==> config.mk <==
export PLATFORM = sky130hd
export DESIGN_NAME = ser_burst_port
export DESIGN_NICKNAME = d
export VERILOG_FILES = /design/src/rtl/ser_pkg.sv /design/src/rtl/ser_sync.sv /design/src/rtl/ser_fifo.sv /design/src/rtl/ser_engine.sv /design/src/rtl/ser_burst_port.sv
export SDC_FILE = /design/constraint.sdc
export NUM_CORES = 1
export LEC_CHECK = 0
export BUFFER_PORTS_ARGS = -buffer_cell sky130_fd_sc_hd__buf_2
export CELL_PAD_IN_SITES_DETAIL_PLACEMENT = 1
export CELL_PAD_IN_SITES_GLOBAL_PLACEMENT = 1
export CORE_MARGIN = 2
export CORE_UTILIZATION = 50
export CTS_CLUSTER_DIAMETER = 80
export DETAILED_ROUTE_END_ITERATION = 16
export GPL_TIMING_DRIVEN = 1
export HOLD_SLACK_MARGIN = 0.15
export PLACE_DENSITY_LB_ADDON = 0.08
export SLEW_MARGIN = 15
export SYNTH_ARGS = -nofsm -noshare
export SYNTH_HDL_FRONTEND = slang
export SYNTH_SLANG_ARGS = --single-unit
==> constraint.sdc <==
create_clock -name clk -period 6.5 [get_ports clk]
set_clock_uncertainty 0.1 [all_clocks]
set_input_delay 1.3 -clock clk [delete_from_list [all_inputs] [get_ports clk]]
set_output_delay 1.3 -clock clk [all_outputs]
set_load 0.01 [all_outputs]
==> src/rtl/ser_pkg.sv <==
package ser_pkg;
  localparam int DW = 16;
  localparam logic [2:0] SEL_FOLLOW = 3'b111;

  typedef enum logic [1:0] {ST_IDLE, ST_RUN, ST_GAP} eng_st_t;

  typedef struct packed {
    logic [3:0] len_code;
    logic [3:0] cnt_code;
    logic       burst;
    logic       hold;
    logic [2:0] sel;
  } cfg_t;

  // system clocks per serial clock level
  function automatic logic [6:0] half_cycles(input logic [2:0] sel);
    return 7'd1 << sel;
  endfunction

  function automatic logic [4:0] bits_of(input logic [3:0] code);
    return (code == 4'd0) ? 5'd16 : {1'b0, code};
  endfunction

  function automatic logic [4:0] frames_of(input logic burst, input logic [3:0] code);
    if (!burst) return 5'd1;
    return (code == 4'd0) ? 5'd16 : {1'b0, code};
  endfunction

  function automatic logic [DW-1:0] low_mask(input logic [4:0] n);
    return (n >= 5'd16) ? '1 : ((16'd1 << n) - 16'd1);
  endfunction
endpackage

==> src/rtl/ser_sync.sv <==
module ser_sync #(
  parameter int STAGES = 2
) (
  input  logic clk,
  input  logic rst_n,
  input  logic d,
  output logic q
);
  logic [STAGES-1:0] r;

  always_ff @(posedge clk or negedge rst_n)
    if (!rst_n) r <= '0;
    else        r <= {r[STAGES-2:0], d};

  assign q = r[STAGES-1];
endmodule

==> src/rtl/ser_fifo.sv <==
module ser_fifo #(
  parameter int W     = 16,
  parameter int DEPTH = 16,
  localparam int AW   = $clog2(DEPTH),
  localparam int LW   = AW + 1
) (
  input  logic          clk,
  input  logic          rst_n,
  input  logic          push,
  input  logic [W-1:0]  wdata,
  input  logic          pop,
  output logic [W-1:0]  rdata,
  output logic [LW-1:0] level
);
  logic [W-1:0]  mem [DEPTH];
  logic [AW-1:0] wptr, rptr;
  logic [LW-1:0] cnt;
  logic          do_push, do_pop;

  assign do_push = push && (cnt != LW'(DEPTH));
  assign do_pop  = pop && (cnt != '0);

  always_ff @(posedge clk)
    if (do_push) mem[wptr] <= wdata;

  always_ff @(posedge clk or negedge rst_n)
    if (!rst_n) begin
      wptr <= '0;
      rptr <= '0;
      cnt  <= '0;
    end else begin
      if (do_push) wptr <= wptr + 1'b1;
      if (do_pop)  rptr <= rptr + 1'b1;
      cnt <= cnt + {{AW{1'b0}}, do_push} - {{AW{1'b0}}, do_pop};
    end

  assign rdata = mem[rptr];
  assign level = cnt;

  a_r11_no_overflow: assert property (@(posedge clk) disable iff (!rst_n)
    (push && !pop && level == LW'(DEPTH)) |=> level == $past(level));
  a_r11_level_bound: assert property (@(posedge clk) disable iff (!rst_n)
    level <= LW'(DEPTH));
endmodule

==> src/rtl/ser_engine.sv <==
module ser_engine
  import ser_pkg::*;
#(
  parameter int LW = 5
) (
  input  logic          clk,
  input  logic          rst_n,
  input  cfg_t          cfg,
  input  logic          go,
  input  logic [LW-1:0] tx_level,
  input  logic [DW-1:0] tx_rdata,
  input  logic          sck_s,
  input  logic          sdi_s,
  input  logic          sdi_raw,
  output logic          tx_pop,
  output logic          rx_push,
  output logic [DW-1:0] rx_wdata,
  output logic          sck_out,
  output logic          sdo,
  output logic          irq
);
  eng_st_t       st;
  logic          armed, sck_q, s_prev, irq_q;
  logic [6:0]    hcnt;
  logic [5:0]    half;
  logic [4:0]    bitcnt, left;
  logic [DW-1:0] txsr, rxsr;

  logic       master;
  logic [6:0] hlen;
  logic [4:0] nbits, need;
  logic [3:0] msb_idx;
  assign master  = cfg.sel != SEL_FOLLOW;
  assign hlen    = half_cycles(cfg.sel);
  assign nbits   = bits_of(cfg.len_code);
  assign need    = frames_of(cfg.burst, cfg.cnt_code);
  assign msb_idx = 4'(nbits - 5'd1);

  // named events
  logic start_evt, half_end, rise_evt, fall_evt, frame_end, finish_evt, next_evt, last_frame;
  assign start_evt  = (st == ST_IDLE) && armed && (int'(tx_level) >= int'(need));
  assign half_end   = master && (st != ST_IDLE) && (hcnt == 7'd0);
  assign rise_evt   = (st == ST_RUN) && (master ? (half_end && !half[0]) : (sck_s && !s_prev));
  assign fall_evt   = (st == ST_RUN) && (master ? (half_end && half[0]) : (!sck_s && s_prev));
  assign frame_end  = fall_evt && (master ? (half == ({nbits, 1'b0} - 6'd1)) : (bitcnt == nbits));
  assign last_frame = left == 5'd1;
  assign finish_evt = (frame_end && !(master && cfg.hold)) || ((st == ST_GAP) && half_end);
  assign next_evt   = finish_evt && !last_frame;

  assign tx_pop   = start_evt || next_evt;
  assign rx_push  = frame_end;
  assign rx_wdata = rxsr & low_mask(nbits);
  assign sck_out  = master && sck_q;
  assign sdo      = txsr[msb_idx];
  assign irq      = irq_q;

  always_ff @(posedge clk or negedge rst_n)
    if (!rst_n) begin
      st <= ST_IDLE; armed <= 1'b0; sck_q <= 1'b0; s_prev <= 1'b0; irq_q <= 1'b0;
      hcnt <= '0; half <= '0; bitcnt <= '0; left <= '0; txsr <= '0; rxsr <= '0;
    end else begin
      s_prev <= sck_s;
      irq_q  <= finish_evt && last_frame;
      if (start_evt) armed <= 1'b0;
      else if (go)   armed <= 1'b1;
      case (st)
        ST_IDLE: if (start_evt) begin
          st <= ST_RUN; txsr <= tx_rdata; hcnt <= hlen - 7'd1;
          half <= '0; bitcnt <= '0; sck_q <= 1'b0; left <= need;
        end
        ST_RUN: begin
          if (master) begin
            if (half_end) begin
              hcnt <= hlen - 7'd1; half <= half + 6'd1; sck_q <= !half[0];
            end else hcnt <= hcnt - 7'd1;
          end
          if (rise_evt) begin
            rxsr   <= {rxsr[DW-2:0], master ? sdi_raw : sdi_s};
            bitcnt <= bitcnt + 5'd1;
          end
          if (fall_evt && !frame_end) txsr <= txsr << 1;
          if (frame_end && master && cfg.hold) st <= ST_GAP;
        end
        ST_GAP: if (!half_end) hcnt <= hcnt - 7'd1;
        default: st <= ST_IDLE;
      endcase
      if (next_evt) begin
        st <= ST_RUN; txsr <= tx_rdata; hcnt <= hlen - 7'd1;
        half <= '0; bitcnt <= '0; sck_q <= 1'b0; left <= left - 5'd1;
      end else if (finish_evt) st <= ST_IDLE;
    end

  a_r8_irq_after_last: assert property (@(posedge clk) disable iff (!rst_n)
    irq_q |-> $past(left == 5'd1));
  a_r1_level_held: assert property (@(posedge clk) disable iff (!rst_n)
    (master && st == ST_RUN && hcnt != 7'd0) |=> $stable(sck_q));
  a_r9_gap_low: assert property (@(posedge clk) disable iff (!rst_n)
    (st == ST_GAP) |-> !sck_q);
  a_r7_follow_no_gap: assert property (@(posedge clk) disable iff (!rst_n)
    !master |-> st != ST_GAP);
  a_r1_follow_clock_low: assert property (@(posedge clk) disable iff (!rst_n)
    !master |-> !sck_out);
endmodule

==> src/rtl/ser_burst_port.sv <==
module ser_burst_port
  import ser_pkg::*;
#(
  parameter int FIFO_DEPTH  = 16,
  parameter int SYNC_STAGES = 2,
  localparam int LW = $clog2(FIFO_DEPTH) + 1
) (
  input  logic          clk,
  input  logic          rst_n,
  input  logic          cfg_wr,
  input  logic [13:0]   cfg_wdata,
  input  logic          tx_push,
  input  logic [DW-1:0] tx_data,
  output logic          tx_full,
  input  logic          rx_pop,
  output logic [DW-1:0] rx_data,
  output logic          rx_empty,
  output logic          sck_out,
  input  logic          sck_in,
  output logic          sdo,
  input  logic          sdi,
  output logic          irq
);
  cfg_t          cfg_q;
  logic          go, tx_pop, rx_push, sck_s, sdi_s;
  logic [LW-1:0] tx_level, rx_level;
  logic [DW-1:0] tx_rdata, rx_wdata;

  always_ff @(posedge clk or negedge rst_n)
    if (!rst_n)      cfg_q <= '0;
    else if (cfg_wr) cfg_q <= cfg_t'(cfg_wdata[12:0]);

  assign go = cfg_wr && cfg_wdata[13];

  ser_sync #(.STAGES(SYNC_STAGES)) u_sck_sync (.clk(clk), .rst_n(rst_n), .d(sck_in), .q(sck_s));
  ser_sync #(.STAGES(SYNC_STAGES)) u_sdi_sync (.clk(clk), .rst_n(rst_n), .d(sdi),    .q(sdi_s));

  ser_fifo #(.W(DW), .DEPTH(FIFO_DEPTH)) u_txq (
    .clk(clk), .rst_n(rst_n), .push(tx_push), .wdata(tx_data),
    .pop(tx_pop), .rdata(tx_rdata), .level(tx_level));

  ser_fifo #(.W(DW), .DEPTH(FIFO_DEPTH)) u_rxq (
    .clk(clk), .rst_n(rst_n), .push(rx_push), .wdata(rx_wdata),
    .pop(rx_pop), .rdata(rx_data), .level(rx_level));

  ser_engine #(.LW(LW)) u_eng (
    .clk(clk), .rst_n(rst_n), .cfg(cfg_q), .go(go), .tx_level(tx_level),
    .tx_rdata(tx_rdata), .sck_s(sck_s), .sdi_s(sdi_s), .sdi_raw(sdi),
    .tx_pop(tx_pop), .rx_push(rx_push), .rx_wdata(rx_wdata),
    .sck_out(sck_out), .sdo(sdo), .irq(irq));

  assign tx_full  = tx_level == LW'(FIFO_DEPTH);
  assign rx_empty = rx_level == '0;

  a_r10_pop_has_data: assert property (@(posedge clk) disable iff (!rst_n)
    tx_pop |-> tx_level != '0);
  a_r5_single_pulse: assert property (@(posedge clk) disable iff (!rst_n)
    irq |=> !irq);
endmodule

* Yosys cells after proc, flatten, opt, wreduce, memory -nomap -nowiden
Memories as Yosys holds them, arrays and structs flattened.
Cells that the tools add are included.
** Storage, ports and cells
- Register bits :: 104
- Bits in writable memories :: 512
- Input bits :: 37
- Output and inout port bits :: 21
- Logic and storage cells :: 167
- Memories kept :: 2
** Memories
- u_rxq.mem :: depth 16, bits a word 16, read ports 1, clocked after Yosys merged registers in 0, write ports 1, RTL line ser_fifo.sv:15 : logic [W-1:0] mem [DEPTH];
- u_txq.mem :: depth 16, bits a word 16, read ports 1, clocked after Yosys merged registers in 0, write ports 1, RTL line ser_fifo.sv:15
** Operators by class
- $add $sub $neg :: 16
- $lt $le $gt $ge :: 3
- Equality and inequality tests :: 18
- Shift-type cells :: 2
- Mux-type cells :: 48
- Bitwise gates (word level) :: 1
- Reduce and logical (&&, ||, !) cells :: 53
** Operators with widths (number)
- 16-bit 2-to-1 mux :: 4
- 5-bit 2-to-1 mux :: 9
- 7-bit 2-to-1 mux :: 5
- 16-bit case mux with 2 select lines :: 1
- 1-bit logical AND :: 25
- 6-bit 2-to-1 mux :: 4
- 7-bit case mux with 3 select lines :: 1
- 4-bit by 1-bit adder with 4-bit output (second input constant) :: 4
- 16-bit bitwise AND :: 1
- 1-bit by 5-bit << shifter with 16-bit output (first input constant) :: 1
- 16-bit by 1-bit subtractor with 16-bit output (second input constant) :: 1
- 1-bit 2-to-1 mux :: 15
- 3-bit by 1-bit != test with 1-bit output (second input constant) :: 5
- 7-bit by 1-bit subtractor with 7-bit output (second input constant) :: 2
- 6-bit case mux with 2 select lines :: 1
- 5-bit by 1-bit adder with 5-bit output :: 2
- 5-bit != test (second input constant) :: 2
- 5-bit case mux with 2 select lines :: 1
- 5-bit nonzero test :: 2
- 5-bit by 1-bit subtractor with 5-bit output :: 2
- 3-bit AND reduction :: 3
- 4-bit zero test :: 2
- 2-bit 2-to-1 mux :: 4
- 4-bit AND reduction :: 2
- other kinds (31) :: 42

* Longest topological paths before layout
Gate-level depths: netlist of run 1.
- Depth after elaboration :: 13
- Mapped depth :: 20
- Mapped depth without buffers :: 18

* Modules after synthesis
Synthesis of run 1 repeated with hierarchy kept, for this count alone.
** Unflattened totals
- Cell total of the unflattened synthesis :: 1586
- Area, all modules :: 26943.3 µm²
** Modules (own cells, without submodules)
- ser_fifo :: instances 2, cells each 549, area each 10894.2 µm², seq. area each 8012.7 µm²
- ser_engine :: instances 1, cells each 452, area each 4545.6 µm², seq. area each 1501.4 µm²
- ser_burst_port :: instances 1, cells each 32, area each 509.2 µm², seq. area each 325.3 µm²
- ser_sync :: instances 2, cells each 2, area each 50.0 µm², seq. area each 50.0 µm²

* Worst setup path before layout of run 1
OpenSTA, ideal clock, no wires.
- Path type :: register to register
- Start :: register cfg_q[11] (netlist bit)
- End :: memory u_rxq.mem[3][0] (enable)
- Library setup time :: 0.409 ns
- Arrival time :: 4.346 ns
- Data required time :: 5.991 ns
- Path slack :: 1.644 ns
- Stages on the path, launching flop included :: 15
- Path buffers :: 3
- Period minus slack after synthesis :: 4.856 ns
- Cells stage by stage :: dfrtp_1 clkbuf_1 inv_1 ha_1 nand2_1 nand2_1 ha_1 xnor2_1 or4_4 o31ai_4 buf_6 and4_1 buf_2 nand2_1 nor3_1
** Between the ends
- Longest elaborated chain between the ends :: 9
- Elaborated cells on any way between the ends :: 10
- Those cells by class :: add/sub (1); eq/ne (2); mux (4); reduce/logical (3)
** RTL lines
- from (decl) :: RTL line ser_burst_port.sv:24 : cfg_t cfg_q;
- from (signal assigned) :: RTL line ser_burst_port.sv:31 : else if (cfg_wr) cfg_q <= cfg_t'(cfg_wdata[12:0]);
- 4-bit zero test :: RTL line ser_pkg.sv:21 : return (code == 4'd0) ? 5'd16 : {1'b0, code};
- 5-bit 2-to-1 mux (*) :: RTL line ser_pkg.sv:21
- 6-bit by 1-bit subtractor with 6-bit output :: RTL line ser_engine.sv:45 : assign frame_end = fall_evt && (master ? (half == ({nbits, 1'b0} - 6'd1)) : (bitcnt == nbits));
- 6-bit equality test :: RTL line ser_engine.sv:45
- 1-bit 2-to-1 mux (*) :: RTL line ser_engine.sv:45
- 1-bit logical AND (*) :: RTL line ser_engine.sv:45
- 1-bit logical AND (*) :: RTL line ser_fifo.sv:20 : assign do_push = push && (cnt != LW'(DEPTH));
- 1-bit 2-to-1 mux (*) :: RTL line ser_fifo.sv:24 : if (do_push) mem[wptr] <= wdata;
- 1-bit 2-to-1 mux (not written as such) (*) :: RTL line ser_fifo.sv:24
- to (decl) :: RTL line ser_fifo.sv:15
Mark *: on every way between the ends. The rest lies on a longest branch, timed or not.

* Worst setup path in the final report of run 1
- Start :: register cfg_q[12] (netlist bit)
- End :: register u_rxq.cnt[4] (netlist: u_rxq.level[4])
** Between the ends
- Longest elaborated chain between the ends :: 9
- Elaborated cells on any way between the ends :: 10
- Those cells by class :: add/sub (3); eq/ne (2); mux (2); reduce/logical (3)
** RTL lines
- 4-bit zero test :: RTL line ser_pkg.sv:21
- 5-bit 2-to-1 mux (*) :: RTL line ser_pkg.sv:21
- 6-bit by 1-bit subtractor with 6-bit output :: RTL line ser_engine.sv:45
- 6-bit equality test :: RTL line ser_engine.sv:45
- 1-bit 2-to-1 mux (*) :: RTL line ser_engine.sv:45
- 1-bit logical AND (*) :: RTL line ser_engine.sv:45
- 1-bit logical AND (*) :: RTL line ser_fifo.sv:20
- 5-bit by 1-bit adder with 5-bit output (*) :: RTL line ser_fifo.sv:34 : cnt <= cnt + {{AW{1'b0}}, do_push} - {{AW{1'b0}}, do_pop};
- 5-bit by 1-bit subtractor with 5-bit output (*) :: RTL line ser_fifo.sv:34
- to (signal assigned) :: RTL line ser_fifo.sv:34
- to (decl) :: RTL line ser_fifo.sv:17 : logic [LW-1:0] cnt;
Marked as above.
A chain may end at the register's enable or synchronous reset.

==> results.cfg, run 1 <==
[clock_tree]
cts.sinks = 615
cts_resized = 0
htree_levels = 3
clockBufferDepth = 3
cts_root_buf = clkbuf_16
cts_tree = yes
cts_setup_buffers = 0
cts_hold_buf = 0
path_clk_slew_ns = 0.06
cts-buffers-inserted = 66
worstSkewPairLatency_ns = 0.59

[place]
hpwl_um = 38460
io_buffer_count = 57
place_congestion = 0.8041

[yosys]
synth.distinct_cells = 77
synth_commonest_cells = edfxtp_1, mux4_2, nand2_1, dfrtp_1, o21ai_0
yosysMostFrequentCell = edfxtp_1
seq_area_frac_synth = 0.6874
synth_edf_count = 512
synth_top_cell_by_area = edfxtp_1
syn_inst = 1530
ys.warnings.count = 0
syn_area_mm2 = 0.02612
async_flop_share = 0.1675
ys.flop_type = edfxtp_1
avgSynthCellArea_um2 = 17.07
synth_area_leaders = edfxtp_1, mux4_2, dfrtp_1
yosys.area.top_type_share = 0.5887
synth_nets = 1618
ys_ff_latch = 615

[critical_path]
worstRegToRegCells = 18
end_kind = flop
critPathMaxFanout = 21
arrival_ns = 5.88
crit_required_ns = 6.87
cp_top_family = simple AND/OR/NAND/NOR gates
cp.depth = 18
critPathMaxStageDelay_ns = 0.69
cp_slowest_cell = dfrtp_1
cp-start-kind = flop
path_buf_inv = 4
path_class = flop to flop
crit_chain = inv_1 -> ha_1 -> nand2_1 -> nand2_1 -> ha_1 -> xnor2_1 -> or4_4 -> o31ai_4 -> buf_4 -> and4_1 -> ha_1 -> inv_1 -> fa_1 -> inv_1 -> a21oi_1 -> nor2_1 -> nor2_1 -> xnor2_1

[global_routing]
first_global_vias = 15363
grt_pass1_wl_um = 93700
track_usage = 0.2321
grt_max_degree = 57
antenna_found_initial = 2
grt-ovfl-total = 0

[flow_run]
drv_cap = 0

[routing]
drc = 0
drt_iter0_drc = 916
wl_um = 60040
wl_met3_um = 2265
dr.max_layer_used = met5
drt_pass1_iterations = 5
wl_met1_um = 25010
drtAntennaViolNets = 0
num_vias = 13825
wl_per_cell_um = 25.60
dr_wl_met2_um = 31050
vias_per_cell = 5.896

[cells_and_area]
register_area_mm2 = 0.01796
fillerInstances = 4731
nNetsFinal = 1703
diodes = 0
post_route_cells_drive_above_1_share = 0.2462
syn2layout_area_growth_pct = 12.52
multi_input_area_mm2 = 0.007719

[die]
die-area_mm2 = 0.05408
rows = 83
die_w_um = 232.5
io_pins = 58
core-area_mm2 = 0.05151
die_h_um = 232.5
floorplan.initialDensity = 0.5070

[power_and_ir_drop]
p_per_area_mw_per_mm2 = 418.3
leakage_nw = 10.44
peakVddDrop_uv = 287.7

[timing]
rsz0062_at_grt = no
clock.fmax_mhz = 181.6
relSlewSlack = 0.2520
final-setup-viol-count = 0
period_share = 0.8471
period_needed_ns = 5.506
max_slew.worst_pin.slew_ns = 1.122
hold_viol_final = 0
fin_setup_tns_ns = 0
holdWs_ns = 0.2482
finalMaxSlewViolations = 0

[hold_path]
worstHoldPathCells = 0
worst_hold_path_type = flop to flop

[status]
status = complete, no violations
[per-layer routing]
layer | global-route usage | vias up
li1 | - | 6183
met5 | 0 | -
met2 | 0.4021 | 268
met4 | 0.07385 | 2
met3 | 0.04118 | 109
met1 | 0.2980 | 7263
[layout by cell type (no fill, tap or decap), drive strengths merged, types with 7 or more instances in the layout]
cell type	synthesis	layout
edfxtp	512	512
mux4	120	120
nand2	105	105
dfrtp	103	103
buf	31	94
clkbuf	46	81
o21ai	61	61
mux2	55	55
a21oi	54	54
mux2i	53	53
inv	47	53
ha	49	49
nor2	41	41
xnor2	24	24
clkinv	0	22
and3	19	19
a221oi	17	17
nand3	15	15
nor3	15	15
a22oi	14	14
nand2b	11	11
xor2	11	11
nand4	9	9
and2	9	9
nor2b	9	9
a21boi	9	9
a211oi	7	7
[registers in the layout, summed over array words and instances, names as in the netlist, 6 cells and up]
name        cells
u_txq.mem     256
u_rxq.mem     256
u_eng.hcnt      7
u_eng.half      6
u_eng.txsr     16
u_eng.rxsr     16
cfg_q          13
[power by group]
group | leakage [nW] | internal [W] | switching, W
Combinational | 3.44 | 0.00164 | 0.00182
Clock | 1.03 | 0.00215 | 0.00154
Sequential | 5.97 | 0.00465 | 0.000496
[cells by family after synthesis]
family / after synthesis / synth area share
flip-flops: 615 / 0.6874
AND/OR/NAND/NOR: 259 / 0.04983
multiplexers: 228 / 0.1497
AO/OA/AOI/OAI: 218 / 0.05605
buffers and inverters: 124 / 0.02003
adder cells (fa/ha/maj): 51 / 0.02501
XOR/XNOR: 35 / 0.01203
[worst paths after layout]
check,startpoint,endpoint,slack [ns]
max in group asynchronous,rst_n,u_txq.rptr[0]$_DFFE_PN0P_,4.44
hold / removal,u_sck_sync.r[0]$_DFF_PN0_,u_sck_sync.r[1]$_DFF_PN0_,0.25
hold reg to reg,u_sck_sync.r[0]$_DFF_PN0_,u_sck_sync.r[1]$_DFF_PN0_,0.25
setup reg to reg,cfg_q[12]$_DFFE_PN0P_,u_rxq.level[4]$_DFF_PN0_,0.99
min in group asynchronous,rst_n,cfg_q[5]$_DFFE_PN0P_,0.66
setup / recovery,cfg_q[12]$_DFFE_PN0P_,u_rxq.level[4]$_DFF_PN0_,0.99
[worst register-to-register path, stage by stage (launching register included)]
cell and delay [ns]:
dfrtp_1 0.69, inv_1 0.23, ha_1 0.32, nand2_1 0.42, nand2_1 0.19, ha_1 0.37, xnor2_1 0.14, or4_4 0.53
o31ai_4 0.24, buf_4 0.23, and4_1 0.69, ha_1 0.30, inv_1 0.07, fa_1 0.44, inv_1 0.08, a21oi_1 0.07
nor2_1 0.10, nor2_1 0.06, xnor2_1 0.11
[metrics by stage]
stage | cells | area, µm² | utilization | power, W | setup slack [ns]
3_3_place_gp | 2227 | 27280 | 0.5297 | 0.008618 | 1.235
4_1_cts | 2345 | 29380 | 0.5704 | 0.01247 | 1.020
5_1_grt | 2345 | 29390 | 0.5705 | 0.01291 | 0.6416
2_1_floorplan | 1530 | 26120 | - | 0.007609 | 1.644
3_5_place_dp | 2227 | 27280 | 0.5297 | 0.008736 | 1.048
6_report | 2345 | 29390 | 0.5705 | 0.01229 | 0.9939
[final cells by class]
type | count | share of cell area
Clock buffer | 81 | 0.05884
Clock inverter | 37 | 0.01260
Inverter | 47 | 0.006004
Multi-Input combinational cell | 791 | 0.2627
Sequential cell | 615 | 0.6113
Tap cell | 680 | 0.02895
Timing Repair Buffer | 94 | 0.01967
Power figures use the tool's default switching activity.
==> run 2, diff against run 1 <==
==> constraint.sdc (replaced) <==
create_clock -name clk -period 5.8 [get_ports clk]
set_clock_uncertainty 0.1 [all_clocks]
set_input_delay 1.16 -clock clk [delete_from_list [all_inputs] [get_ports clk]]
set_output_delay 1.16 -clock clk [all_outputs]
set_load 0.01 [all_outputs]
==> results.cfg, run 2 (synthesis results as in run 1) <==
[critical_path]
cp-start-kind = flop
worstRegToRegCells = 19
path_class = flop to flop
end_kind = flop
r2r-start = cfg_q[12]$_DFFE_PN0P_
rrSetupSlack_ns = 0.46
critPathMaxStageDelay_ns = 0.71
crit_chain = inv_1 -> ha_1 -> nand2_1 -> buf_4 -> nand2_1 -> ha_1 -> xnor2_1 -> or4_4 -> o31ai_4 -> buf_4 -> and4_1 -> ha_1 -> inv_1 -> fa_1 -> inv_1 -> a21oi_1 -> nor2_1 -> nor2_1 -> xnor2_1
crit_required_ns = 6.21
cp_slowest_cell = dfrtp_1
critPathMaxFanout = 21
regToRegEndpoint = u_rxq.level[4]$_DFF_PN0_
arrival_ns = 5.75

[clock_tree]
cts_hold_buf = 0
cts_setup_buffers = 0
worstSkewPairLatency_ns = 0.64
clockBufferDepth = 3
cts.sinks = 615
cts_resized = 0
cts-buffers-inserted = 61
htree_levels = 2
cts_root_buf = clkbuf_16
path_clk_slew_ns = 0.06
cts_tree = yes

[power_and_ir_drop]
peakVddDrop_uv = 342.8
seqPwrFrac = 0.424
swShare = 0.3116
p_clk_frac = 0.289
combPwrFrac = 0.287
p_sw_w = 0.004211
p_per_area_mw_per_mm2 = 461.0
p_int_w = 0.009304
leakage_nw = 10.42

[routing]
wl_um = 59170
num_vias = 13679
drt_pass1_iterations = 5
drtAntennaViolNets = 0
vias_per_cell = 5.828
drt_iter0_drc = 828
wl_per_cell_um = 25.21
drc = 0

[global_routing]
grt_pass1_wl_um = 92520
first_global_vias = 15061
grt_max_degree = 62
antenna_found_initial = 1
grt-ovfl-total = 0
track_usage = 0.2288

[timing]
clock.fmax_mhz = 187.2
hold_viol_final = 0
max_slew.worst_pin.slew_ns = 1.163
setup_ws_ns = 0.4567
relSlewSlack = 0.2235
fin_setup_tns_ns = 0
period_share = 0.9213
final-setup-viol-count = 0
finalMaxSlewViolations = 0
period_needed_ns = 5.343
rsz0062_at_grt = no

[die]
core-area_mm2 = 0.05151
floorplan.initialDensity = 0.5070
die_h_um = 232.5
die-area_mm2 = 0.05408
die_w_um = 232.5
io_pins = 58
rows = 83

[cells_and_area]
syn2layout_area_growth_pct = 12.26
post_route_cells_drive_above_1_share = 0.2431
post-route-util = 0.5692
final_cell_mix = edfxtp_1, mux4_2, nand2_1
layout_commonest_cell = edfxtp_1
biggestRegsByFlops = u_rxq.mem: 256 flops, u_txq.mem: 256 flops
fillerInstances = 4681
nNetsFinal = 1704
finalInstanceArea_mm2 = 0.02932

[place]
hpwl_um = 37800
io_buffer_count = 57
dp_slack_ns = 0.5556
place_congestion = 0.7974
dpl_cell_area_mm2 = 0.02734

[hold_path]
worstHoldPathCells = 0
worst_hold_path_type = flop to flop
holdPathEnd = u_sck_sync.r[1]$_DFF_PN0_
worstHoldStart = u_sck_sync.r[0]$_DFF_PN0_

[flow_run]
drv_cap = 0

[status]
status = complete, no violations
[run 2: through the flow]
step	power (W)	hold WS, ns	instances
global route	0.01418	0.2695	2347
floorplan	0.008514	0.2312	1530
global placement	0.009645	0.2333	2233
finish	0.01352	0.2538	2347
CTS	0.01369	0.2538	2346
detailed placement	0.009761	0.2378	2233
[run 2: worst max-delay path: cells and delay by family, from the launching register on]
kind,cells,cell delay (ns)
simple gates,6,1.59
fa+ha+maj,4,1.43
buf+inv,5,0.82
flops,1,0.71
compound gates,2,0.32
xor+xnor,2,0.25
[run 2: how the worst max path moves through the flow]
stage,from,cells past startpoint,end
2_1_floorplan,cfg_q[11]$_DFFE_PN0P_,14,u_rxq.mem[3][0]$_DFFE_PP_
3_3_place_gp,cfg_q[12]$_DFFE_PN0P_,12,u_rxq.mem[2][15]$_DFFE_PP_
3_5_place_dp,cfg_q[12]$_DFFE_PN0P_,12,u_rxq.mem[1][1]$_DFFE_PP_
4_1_cts,cfg_q[12]$_DFFE_PN0P_,19,u_rxq.level[4]$_DFF_PN0_
5_1_grt,cfg_q[12]$_DFFE_PN0P_,19,u_rxq.level[4]$_DFF_PN0_
6_report,cfg_q[12]$_DFFE_PN0P_,19,u_rxq.level[4]$_DFF_PN0_
[run 2: final cells by class]
cell class | count | area [µm²] | area share
antenna | 1 | 2.502 | 0.00008535
clock buffer | 79 | 1635 | 0.05578
clock inverter | 34 | 337.8 | 0.01152
inverter | 47 | 176.4 | 0.006017
multi-input combinational | 791 | 7717 | 0.2632
sequential | 615 | 17960 | 0.6127
tap | 680 | 850.8 | 0.02902
timing repair buffer | 100 | 635.6 | 0.02168
[run 2: power groups by stage]
stage          Combinational (W)  Clock, W  Sequential [W]
6_report                 0.00388   0.00391         0.00573
5_1_grt                  0.00424   0.00414         0.00580
4_1_cts                  0.00396   0.00399         0.00574
3_5_place_dp             0.00393         0         0.00583
3_3_place_gp             0.00384         0         0.00581
2_1_floorplan            0.00307         0         0.00545
[run 2: layer usage]
layer  track usage  routed length, µm  up-vias
met5             0                  0        -
met4       0.08141               1812        0
met3       0.02806               1791       93
met2        0.3984              30890      211
met1        0.2971              24680     7178
li1              -                  -     6197
